File: src/rtl/hpd_pkg.sv
// Package: shared types and constants for the padding boundary detector.
// Assumes: padding ends with an 8-byte big-endian bit count, and 0x80 opens the padding.
package hpd_pkg;

    localparam int          TRAIL_BYTES = 8;
    localparam logic [7:0]  PAD_MARK    = 8'h80;

    typedef enum logic [2:0] {
        ST_IDLE,
        ST_TRAIL,
        ST_CHECK,
        ST_PADRD,
        ST_DECIDE,
        ST_EMIT_CACHE,
        ST_EMIT_TAIL
    } hpd_state_e;

endpackage

File: src/rtl/hpd_trailer.sv
// Module: collects the trailer bytes most significant first and decides whether
// the running total leaves room for padding inside the current segment.
// Assumes: exactly TRAIL_BYTES shifts precede the use of cand/pad_off.
module hpd_trailer #(
    parameter int LW = 28,
    parameter int TW = 32
) (
    input  logic          clk,
    input  logic          rst_n,
    input  logic          clr,
    input  logic          shift_en,
    input  logic [7:0]    byte_in,
    input  logic [TW-1:0] total,
    input  logic [LW-1:0] seg_len,
    output logic          cand,
    output logic [LW-1:0] pad_off
);
    logic [63:0] bit_count;
    logic [63:0] claimed;
    logic [63:0] total_w;
    logic [63:0] len_w;
    logic [63:0] diff;

    // Shift register that assembles the big-endian bit count.
    always_ff @(posedge clk) begin
        if (!rst_n || clr) begin
            bit_count <= '0;
        end else if (shift_en) begin
            bit_count <= {bit_count[55:0], byte_in};
        end
    end

    // Range test on the claimed length and the derived pad offset.
    always_comb begin
        claimed = {3'b000, bit_count[63:3]};
        total_w = 64'(total);
        len_w   = 64'(seg_len);
        diff    = total_w - claimed;
        cand    = (claimed <= total_w) && (diff != 64'd0) && (diff <= len_w);
        pad_off = cand ? LW'(len_w - diff) : '0;
    end

endmodule

File: src/rtl/hpd_cache.sv
// Module: ordered store of (address, length) pairs for segments that are waiting
// for their message to close. Read is a random-access mux.
// Assumes: push is ignored when full, and clr wins over push.
module hpd_cache #(
    parameter int AW    = 32,
    parameter int LW    = 28,
    parameter int DEPTH = 16,
    localparam int CW   = $clog2(DEPTH + 1),
    localparam int IW   = (DEPTH > 1) ? $clog2(DEPTH) : 1
) (
    input  logic          clk,
    input  logic          rst_n,
    input  logic          push,
    input  logic [AW-1:0] push_addr,
    input  logic [LW-1:0] push_len,
    input  logic          clr,
    input  logic [IW-1:0] rd_idx,
    output logic [AW-1:0] rd_addr,
    output logic [LW-1:0] rd_len,
    output logic [CW-1:0] count,
    output logic          full
);
    logic [DEPTH-1:0][AW-1:0] addr_flat;
    logic [DEPTH-1:0][LW-1:0] len_flat;

    assign full = (count == CW'(DEPTH));

    // Occupancy counter.
    always_ff @(posedge clk) begin
        if (!rst_n || clr) begin
            count <= '0;
        end else if (push && !full) begin
            count <= count + CW'(1);
        end
    end

    for (genvar g = 0; g < DEPTH; g++) begin : g_ent
        logic [AW-1:0] e_addr;
        logic [LW-1:0] e_len;

        // Entry g captures the pair when it is the next free slot.
        always_ff @(posedge clk) begin
            if (!rst_n) begin
                e_addr <= '0;
                e_len  <= '0;
            end else if (push && !full && !clr && (count == CW'(g))) begin
                e_addr <= push_addr;
                e_len  <= push_len;
            end
        end

        assign addr_flat[g] = e_addr;
        assign len_flat[g]  = e_len;
    end

    assign rd_addr = addr_flat[rd_idx];
    assign rd_len  = len_flat[rd_idx];

endmodule

File: src/rtl/pad_boundary_detector.sv
// Module: top of the accumulate-mode padding boundary detector. Reads the trailer
// and marker of each segment through a byte port, caches unfinished segments and
// releases a whole message once its padding is found.
// Assumes: one memory read in flight, and rd_ack comes one or more cycles after rd_req.
module pad_boundary_detector
    import hpd_pkg::*;
#(
    parameter int AW    = 32,
    parameter int LW    = 28,
    parameter int TW    = 32,
    parameter int DEPTH = 16
) (
    input  logic          clk,
    input  logic          rst_n,
    input  logic          seg_valid,
    output logic          seg_ready,
    input  logic [AW-1:0] seg_addr,
    input  logic [LW-1:0] seg_len,
    input  logic          seg_sg,
    output logic          rd_req,
    output logic [AW-1:0] rd_addr,
    input  logic          rd_ack,
    input  logic [7:0]    rd_data,
    output logic          out_valid,
    input  logic          out_ready,
    output logic [AW-1:0] out_addr,
    output logic [LW-1:0] out_len,
    output logic          out_last,
    output logic          err
);
    localparam int CW = $clog2(DEPTH + 1);
    localparam int IW = (DEPTH > 1) ? $clog2(DEPTH) : 1;

    hpd_state_e    st;
    logic [AW-1:0] a_addr, tail_addr;
    logic [LW-1:0] a_len, tail_len, pad_off_r, pad_off_w;
    logic          a_sg, final_r, keep_cache, pend, err_r;
    logic [TW-1:0] total;
    logic [2:0]    byte_i;
    logic [IW-1:0] emit_idx;

    logic          c_push, c_clr, c_full;
    logic [CW-1:0] c_count;
    logic [AW-1:0] c_rd_addr;
    logic [LW-1:0] c_rd_len;
    logic          t_clr, t_shift, t_cand;
    logic          accept, out_fire, last_cached, overflow;

    assign seg_ready   = (st == ST_IDLE);
    assign accept      = seg_valid && seg_ready;
    assign out_fire    = out_valid && out_ready;
    assign last_cached = ((CW'(emit_idx) + CW'(1)) == c_count);
    assign overflow    = (st == ST_DECIDE) && !final_r && a_sg && c_full;
    assign err         = err_r;

    // Byte read request and address for the trailer and marker phases.
    always_comb begin
        rd_req  = 1'b0;
        rd_addr = a_addr + AW'(pad_off_r);
        if (st == ST_TRAIL) begin
            rd_req  = !pend;
            rd_addr = a_addr + AW'(a_len) - AW'(TRAIL_BYTES) + AW'(byte_i);
        end else if (st == ST_PADRD) begin
            rd_req  = !pend;
        end
    end

    // Output mux: cached entries first, then the held tail segment.
    always_comb begin
        out_valid = (st == ST_EMIT_CACHE) || (st == ST_EMIT_TAIL);
        out_addr  = (st == ST_EMIT_CACHE) ? c_rd_addr : tail_addr;
        out_len   = (st == ST_EMIT_CACHE) ? c_rd_len  : tail_len;
        out_last  = (st == ST_EMIT_TAIL) ||
                    ((st == ST_EMIT_CACHE) && last_cached && (tail_len == '0));
    end

    // Cache and trailer controls.
    always_comb begin
        c_push  = (st == ST_DECIDE) && !final_r && a_sg && !c_full;
        c_clr   = overflow || (out_fire && out_last && !keep_cache);
        t_clr   = accept;
        t_shift = (st == ST_TRAIL) && pend && rd_ack;
    end

    // Main sequencer: accept, read trailer, read marker, decide, emit.
    always_ff @(posedge clk) begin
        if (!rst_n) begin
            st         <= ST_IDLE;
            a_addr     <= '0;
            a_len      <= '0;
            a_sg       <= 1'b0;
            tail_addr  <= '0;
            tail_len   <= '0;
            pad_off_r  <= '0;
            final_r    <= 1'b0;
            keep_cache <= 1'b0;
            pend       <= 1'b0;
            err_r      <= 1'b0;
            total      <= '0;
            byte_i     <= '0;
            emit_idx   <= '0;
        end else begin
            err_r <= 1'b0;
            unique case (st)
                ST_IDLE: begin
                    if (accept) begin
                        a_addr <= seg_addr;
                        a_len  <= seg_len;
                        a_sg   <= seg_sg;
                        byte_i <= '0;
                        pend   <= 1'b0;
                        if (!seg_sg && (c_count == '0)) begin
                            tail_addr  <= seg_addr;
                            tail_len   <= seg_len;
                            keep_cache <= 1'b1;
                            st         <= ST_EMIT_TAIL;
                        end else begin
                            total <= total + TW'(seg_len);
                            if (seg_len < LW'(TRAIL_BYTES)) begin
                                final_r <= 1'b0;
                                st      <= ST_DECIDE;
                            end else begin
                                st <= ST_TRAIL;
                            end
                        end
                    end
                end
                ST_TRAIL: begin
                    if (!pend) begin
                        pend <= 1'b1;
                    end else if (rd_ack) begin
                        pend   <= 1'b0;
                        byte_i <= byte_i + 3'd1;
                        if (byte_i == 3'd7) begin
                            st <= ST_CHECK;
                        end
                    end
                end
                ST_CHECK: begin
                    if (t_cand) begin
                        pad_off_r <= pad_off_w;
                        st        <= ST_PADRD;
                    end else begin
                        final_r <= 1'b0;
                        st      <= ST_DECIDE;
                    end
                end
                ST_PADRD: begin
                    if (!pend) begin
                        pend <= 1'b1;
                    end else if (rd_ack) begin
                        pend    <= 1'b0;
                        final_r <= (rd_data == PAD_MARK);
                        st      <= ST_DECIDE;
                    end
                end
                ST_DECIDE: begin
                    emit_idx <= '0;
                    if (final_r) begin
                        total      <= '0;
                        tail_addr  <= a_addr;
                        tail_len   <= pad_off_r;
                        keep_cache <= 1'b0;
                        st         <= (c_count != '0) ? ST_EMIT_CACHE : ST_EMIT_TAIL;
                    end else if (a_sg) begin
                        if (c_full) begin
                            err_r <= 1'b1;
                            total <= '0;
                        end
                        st <= ST_IDLE;
                    end else begin
                        tail_addr  <= a_addr;
                        tail_len   <= a_len;
                        keep_cache <= 1'b1;
                        st         <= ST_EMIT_TAIL;
                    end
                end
                ST_EMIT_CACHE: begin
                    if (out_fire) begin
                        emit_idx <= emit_idx + IW'(1);
                        if (last_cached) begin
                            st <= (tail_len == '0) ? ST_IDLE : ST_EMIT_TAIL;
                        end
                    end
                end
                ST_EMIT_TAIL: begin
                    if (out_fire) begin
                        st <= ST_IDLE;
                    end
                end
                default: st <= ST_IDLE;
            endcase
        end
    end

    hpd_trailer #(.LW(LW), .TW(TW)) u_trailer (
        .clk      (clk),
        .rst_n    (rst_n),
        .clr      (t_clr),
        .shift_en (t_shift),
        .byte_in  (rd_data),
        .total    (total),
        .seg_len  (a_len),
        .cand     (t_cand),
        .pad_off  (pad_off_w)
    );

    hpd_cache #(.AW(AW), .LW(LW), .DEPTH(DEPTH)) u_cache (
        .clk       (clk),
        .rst_n     (rst_n),
        .push      (c_push),
        .push_addr (a_addr),
        .push_len  (a_len),
        .clr       (c_clr),
        .rd_idx    (emit_idx),
        .rd_addr   (c_rd_addr),
        .rd_len    (c_rd_len),
        .count     (c_count),
        .full      (c_full)
    );

endmodule

File: config.mk
export PLATFORM = sky130hd
export DESIGN_NAME = pad_boundary_detector
export DESIGN_NICKNAME = d
export VERILOG_FILES = /design/src/rtl/hpd_pkg.sv /design/src/rtl/hpd_trailer.sv /design/src/rtl/hpd_cache.sv /design/src/rtl/pad_boundary_detector.sv
export SDC_FILE = /design/constraint.sdc
export NUM_CORES = 2
export LEC_CHECK = 0
export ABC_CLOCK_PERIOD_IN_PS = 10900
export BUFFER_PORTS_ARGS = -buffer_cell sky130_fd_sc_hd__clkbuf_2
export CORE_MARGIN = 2
export CORE_UTILIZATION = 55
export CTS_CLUSTER_SIZE = 24
export DETAILED_ROUTE_END_ITERATION = 12
export GPL_TIMING_DRIVEN = 0
export PLACE_DENSITY = 0.72
export SYNTH_ARGS = -nofsm -noshare
export SYNTH_HDL_FRONTEND = slang
export SYNTH_HIERARCHICAL = 1
export SYNTH_SLANG_ARGS = --single-unit
File: constraint.sdc
create_clock -name clk -period 10.9 [get_ports clk]
set_input_delay 0.545 -clock clk [delete_from_list [all_inputs] [get_ports clk]]
set_output_delay 0.545 -clock clk [all_outputs]
set_load 0.1 [all_outputs]
---- Word-level counts from Yosys, hierarchy flattened ----
Cells that the tools add are included.
word-level totals
  output and inout port bits .............. 97
  bits of input ports ..................... 74
  logic and storage cells ................. 238
  flip-flop bits (word level) ............. 1224
operators by class
  bitwise logic cells ..................... 3
  magnitude comparators ................... 4
  equality and inequality tests ........... 41
  add/subtract/negate cells ............... 11
  mux-type cells .......................... 65
  reductions and logical operators ........ 66
operators with widths
  cell                     count
  $mux W32                 12
  $mux W28                 6
  $bmux W32 S4             1
  $pmux W32 S2             2
  $bmux W28 S4             1
  $add A32 B28 Y32         3
  $le A64 B28 Y1           1
  $reduce_bool A64 Y1      1
  $sub A32 B61 Y62         1
  $le A61 B32 Y1           1
  $pmux W28 S2             1
  $mux W3                  18
  $eq A5 B4 Y1 const B     8
  $logic_and A1 B1 Y1      33
  $add A32 B3 Y32          1
  $sub A32 B4 Y32 const B  1
  $logic_not A28 Y1        1
  $lt A28 B4 Y1 const B    1
  $sub A28 B28 Y28         1
  $pmux W3 S7              1
  $eq A5 B3 Y1 const B     4
  $ne A2 B2 Y1 const B     9
  $mux W1                  16
  $eq A3 B3 Y1 const B     4
  35 further kinds         62

---- Logic depth before layout (Yosys ltp) ----
  depth in word-level cells ............... 11
  depth in mapped cells ................... 31
  depth with buffers taken out ............ 28

---- Modules after synthesis ----
Netlist, hierarchy kept.
modules (own cells, without submodules)
  module                 seq. area each (µm²)  area each (µm²)  cells each  times used
  hpd_cache              19318.5               44287.5          5069        1
  pad_boundary_detector  3903.7                13987.2          1884        1
  hpd_trailer            1281.2                6560.0           868         1

---- Worst setup path after synthesis ----
OpenSTA, ideal clock, no wires.
  path kind ............................... reg2reg
  start ................................... reg u_trailer.bit_count[13]
  end ..................................... reg pad_off_r[19]
  arrival ................................. 5.802 ns
  data required time ...................... 10.830 ns
  slack ................................... 5.027 ns
  stages on the path, launching flop included .. 31
  setup time .............................. 0.070 ns
  path buffers ............................ 6
  cell sequence ........................... dfxtp_1 > inv_1 > ha_1 > clkbuf_1 > nand2_1 > o21ai_0 > a21oi_1 > a21boi_1 > a2111oi_0 > nor2_1 > xor2_1 > inv_1 > ha_1 > clkbuf_1 > nand4_1 > nor4_1 > nand2_1 > or3_1 > mux2_2 > o21ai_0 > o211ai_1 > nor4_1 > o311ai_2 > buf_6 > buf_8 > inv_1 > and3_1 > clkbuf_1 > clkbuf_1 > nand2_1 > a21oi_1
between the ends
  longest elaborated chain between the ends .. 5
RTL lines
  item                                                    line                          source
  start, declared                                         hpd_trailer.sv:18             logic [63:0] bit_count;
  start signal, assigned                                  hpd_trailer.sv:29             bit_count <= {bit_count[55:0], byte_in};
  branches (longest 3 deep; another with $le A64 B28 Y1)  -
  $logic_and A1 B1 Y1 (*)                                 hpd_trailer.sv:39             cand = (claimed <= total_w) && (diff != 64'd0) && (diff <= len_w);
  via t_cand                                              pad_boundary_detector.sv:46   logic t_clr, t_shift, t_cand;
  $reduce_and A2 Y1 (no source line) (*)                  -
  end signal, assigned                                    pad_boundary_detector.sv:141  pad_off_r <= pad_off_w;
  end, declared                                           pad_boundary_detector.sv:36   logic [LW-1:0] a_len, tail_len, pad_off_r, pad_off_w;
Mark *: on every way through the listed nets, which the timed path passes.
A chain may end at the register's enable or synchronous reset.

---- Worst setup path in the final report ----
Same ends and word-level chain as after synthesis.

==> impl_metrics.py <==
metrics = {
    "synthesis": {
        "ys_types": 88,
        "synth_compound_area_share_pct": 24.2,
        "yosysWarnings": 6,
        "synth-edff-count": 0,
        "seq_area_frac_synth_pct": 37.8,
        "synthCells": 7821,
        "synth_flop_cell": "dfxtp_1",
        "syn_area_per_cell_um2": 8.29,
        "netlist_area_um2": 64800,
        "syn_nets": 8111,
        "synth_seq_cells": 1224,
        "synth_top_family_by_area": "compound AO/OA/AOI/OAI gates",
        "yosys.area_share.simple_pct": 14.2,
        "synth-xor-area-share_pct": 1.55,
        "synth_fa_ha_area_share_pct": 4.26,
        "synthMuxAreaShare_pct": 10.5,
        "synthArstFlopShare_pct": 0,
    },
    "route": {
        "wl_mm": 257,
        "drc_errors": 0,
        "vias": 65400,
        "drtAntennaViolNets": 0,
        "wl_per_cell_um": 26.3,
        "drt-pass1-iter-count": 8,
        "drt_iter0_markers": 10400,
        "via_per_inst": 6.69,
    },
    "floorplanning": {
        "rows": 125,
        "core_area_um2": 117000,
        "die_x_um": 347,
        "initial_core_util_pct": 55.6,
        "die_y_um": 347,
        "dieArea_um2": 121000,
        "ios": 171,
    },
    "placement": {
        "finalWeightedCongestion": 1.05,
        "dp_cells": 9515,
        "hpwl_mm": 197,
        "port_buffers": 170,
    },
    "power_and_ir_drop": {
        "vdd_drop_max_v": 0.000258,
        "switching_share_pct": 44.6,
        "p_switching_mw": 7.74,
        "power.leakage_nw": 24.9,
        "clock_power_share_pct": 27.9,
        "p_seq_share_pct": 28.1,
        "intPower_mw": 9.61,
        "powerDensity_nw_per_um2": 240,
        "finalPower_mw": 17.3,
        "power_frac_comb_pct": 44.0,
    },
    "cts": {
        "cts-htree-levels": 4,
        "cts_buffers": 135,
        "root_buffer": "clkbuf_16",
        "cts_buffer_depth": 3,
        "cts_setup_buffers": 0,
        "clock_latency_ns": 0.79,
        "cts_resized": 0,
        "tritoncts": "done",
        "cts_hold_buf": 6,
        "clock-sinks": 1224,
        "clkTransAtPathRegs_ns": 0.06,
    },
    "flow_run": {
        "drv_cap": 0,
    },
    "global_routing": {
        "grt_pass1_vias": 60300,
        "antenna_found_initial": 7,
        "grt_pass1_wl_mm": 375,
        "gr-total-overflow": 0,
        "grt_start_max_net_pins": 17,
        "grt_usage_pct": 40.8,
    },
    "worst_setup_path": {
        "critPathKind": "reg2reg",
        "end_kind": "flop",
        "start_kind": "flop",
        "cp.required_ns": 11.60,
        "critPathSlowestCell": "a2111oi_0",
        "crit_fanout": 10,
        "arrival_ns": 10.02,
        "crit_top_cell": "clkbuf_1",
        "max_stage_delay_ns": 0.94,
    },
    "timing": {
        "min_period_ns": 9.32,
        "finalMaxSlewViolations": 0,
        "fin_skew_ns": 0.0327,
        "tns_ns": 0,
        "tightest_slew_ns": 1.41,
        "max_freq_mhz": 107,
        "relSlewSlack_pct": 6.05,
        "period_share_pct": 85.5,
        "setup_viol": 0,
        "rsz0062_at_grt": "no",
        "final_hold_viol_count": 0,
    },
    "final_layout": {
        "layout-drive-gt1-share_pct": 11.9,
        "stdcell_count": 9769,
        "syn2layout_area_growth_pct": 11.6,
        "nets": 8424,
        "n_fill_cell": 10300,
    },
    "status": {
        "outcome": "complete, no violations",
    },
    "min_path": {
        "hold_path.class": "in2reg",
    },
}
-- sequential cells by signal, indices dropped and copies added (netlist names), 3 cells and up --
| name | cells |
|---|---|
| total | 32 |
| byte_i | 3 |
| st | 3 |
| u_cache/g_ent.e_addr | 512 |
| emit_idx | 4 |
| tail_addr | 32 |
| pad_off_r | 28 |
| tail_len | 28 |
| a_addr | 32 |
| u_trailer/bit_count | 64 |
| u_cache/count | 5 |
| a_len | 28 |
| u_cache/g_ent.e_len | 448 |
-- cell usage in the layout (no fill, tap or decap), types with 70 or more instances in the layout --
master / synthesis / layout
mux4_2: 240 / 240
nand2_1: 449 / 449
a21o_1: 70 / 70
a21oi_1: 1240 / 1240
dfxtp_1: 1224 / 1224
a22oi_1: 131 / 131
o31ai_1: 73 / 73
ha_1: 208 / 208
nand4_1: 86 / 86
clkbuf_2: 0 / 170
o21ai_0: 1041 / 1041
mux2i_1: 71 / 71
o211ai_1: 102 / 102
clkbuf_16: 0 / 135
inv_1: 235 / 235
nor2_1: 259 / 259
buf_2: 188 / 188
nand3_1: 943 / 943
clkbuf_1: 596 / 615
-- routing by layer --
layer | part of all wire (%) | GRT usage [%]
met1 | 37 | 51.4
met2 | 43 | 62.4
met3 | 11 | 9.00
met4 | 8.1 | 28.5
met5 | 0.021 | 0
-- power groups by stage --
stage                     clock [mW]  sequential (mW)  combinational, mW
after floorplan                    0             4.85               5.40
after global placement             0             4.95               7.32
after detailed placement           0             4.96               7.36
after CTS                       4.85             4.86               7.40
after global routing            5.03             4.89               8.05
final                           4.84             4.88               7.63
-- final cells by class --
cell class	instances	area (um^2)	area share [%]
Inverter	241	905	1.25
Tap cell	1524	1910	2.63
Buffer	886	3930	5.43
Multi-Input combinational cell	5470	35500	49.1
Clock buffer	187	3900	5.39
Sequential cell	1224	24500	33.9
Clock inverter	57	800	1.10
Timing Repair Buffer	176	911	1.26
Antenna cell	4	10.0	0.0138
-- per-stage QoR --
step | util (%) | setup slack [ns] | hold slack (ns) | instance area, um^2
6_report | 62.1 | 1.58 | 0.0314 | 72400
5_1_grt | 62.1 | 1.39 | 0.0331 | 72400
4_1_cts | 62.1 | 1.96 | 0.0000770 | 72400
3_5_place_dp | 58.0 | 1.98 | 0.458 | 67600
3_3_place_gp | 58.0 | 2.15 | 0.451 | 67600
2_1_floorplan | - | 5.03 | 0.445 | 64800
-- synthesized netlist by cell type, types with 9 or more instances --
master	number	share of area (%)
ha_1	208	4.0
o21bai_1	13	0.15
and3_1	15	0.14
a31oi_1	13	0.13
or3_1	12	0.12
dfxtp_1	1224	38
buf_2	188	1.5
xor2_1	58	0.78
nor3_1	34	0.26
nand2b_1	30	0.29
nand3_1	943	7.3
mux2i_1	71	1.1
and2_1	9	0.087
nand2_1	449	2.6
nor2_1	259	1.5
nand4_1	86	0.83
a21o_1	70	0.81
a22oi_1	131	1.5
mux2_2	63	1.1
a211oi_1	34	0.39
buf_1	37	0.21
buf_6	29	0.50
nor2b_1	23	0.22
o21ai_0	1041	8.0
buf_4	34	0.39
a21oi_1	1240	9.6
inv_1	235	1.4
o211ai_1	102	1.2
mux4_2	240	8.3
o21a_1	25	0.29
nor4_1	27	0.26
o31ai_1	73	0.85
xnor2_1	57	0.77
clkbuf_1	596	3.5
-- critical path: cells and delay by family (launching register included) --
kind	cells	cell delay [ns]
compound gates	8	2.68
xor+xnor	1	0.65
fa+ha+maj	2	0.57
buf+inv	9	2.19
flops	1	0.39
mux	1	0.28
simple gates	9	2.49
-- worst paths after layout --
path,start,end,slack [ns],cells after the start
hold / removal,seg_addr[19],a_addr[19],0.03,3
setup reg to reg,u_trailer/bit_count[13],pad_off_r[19],1.58,30
hold reg to reg,u_cache/g_ent[14].e_len[21],u_cache/g_ent[14].e_len[21],0.47,2
setup / recovery,u_trailer/bit_count[13],pad_off_r[19],1.58,30
-- logic make-up after synthesis --
kind of cell	after synthesis
mux	374
simple gates	1934
fa+ha+maj	216
compound gates	2831
buf+inv	1127
flops	1224
xor+xnor	115
Note: power is estimated with default switching activity, not from simulation.
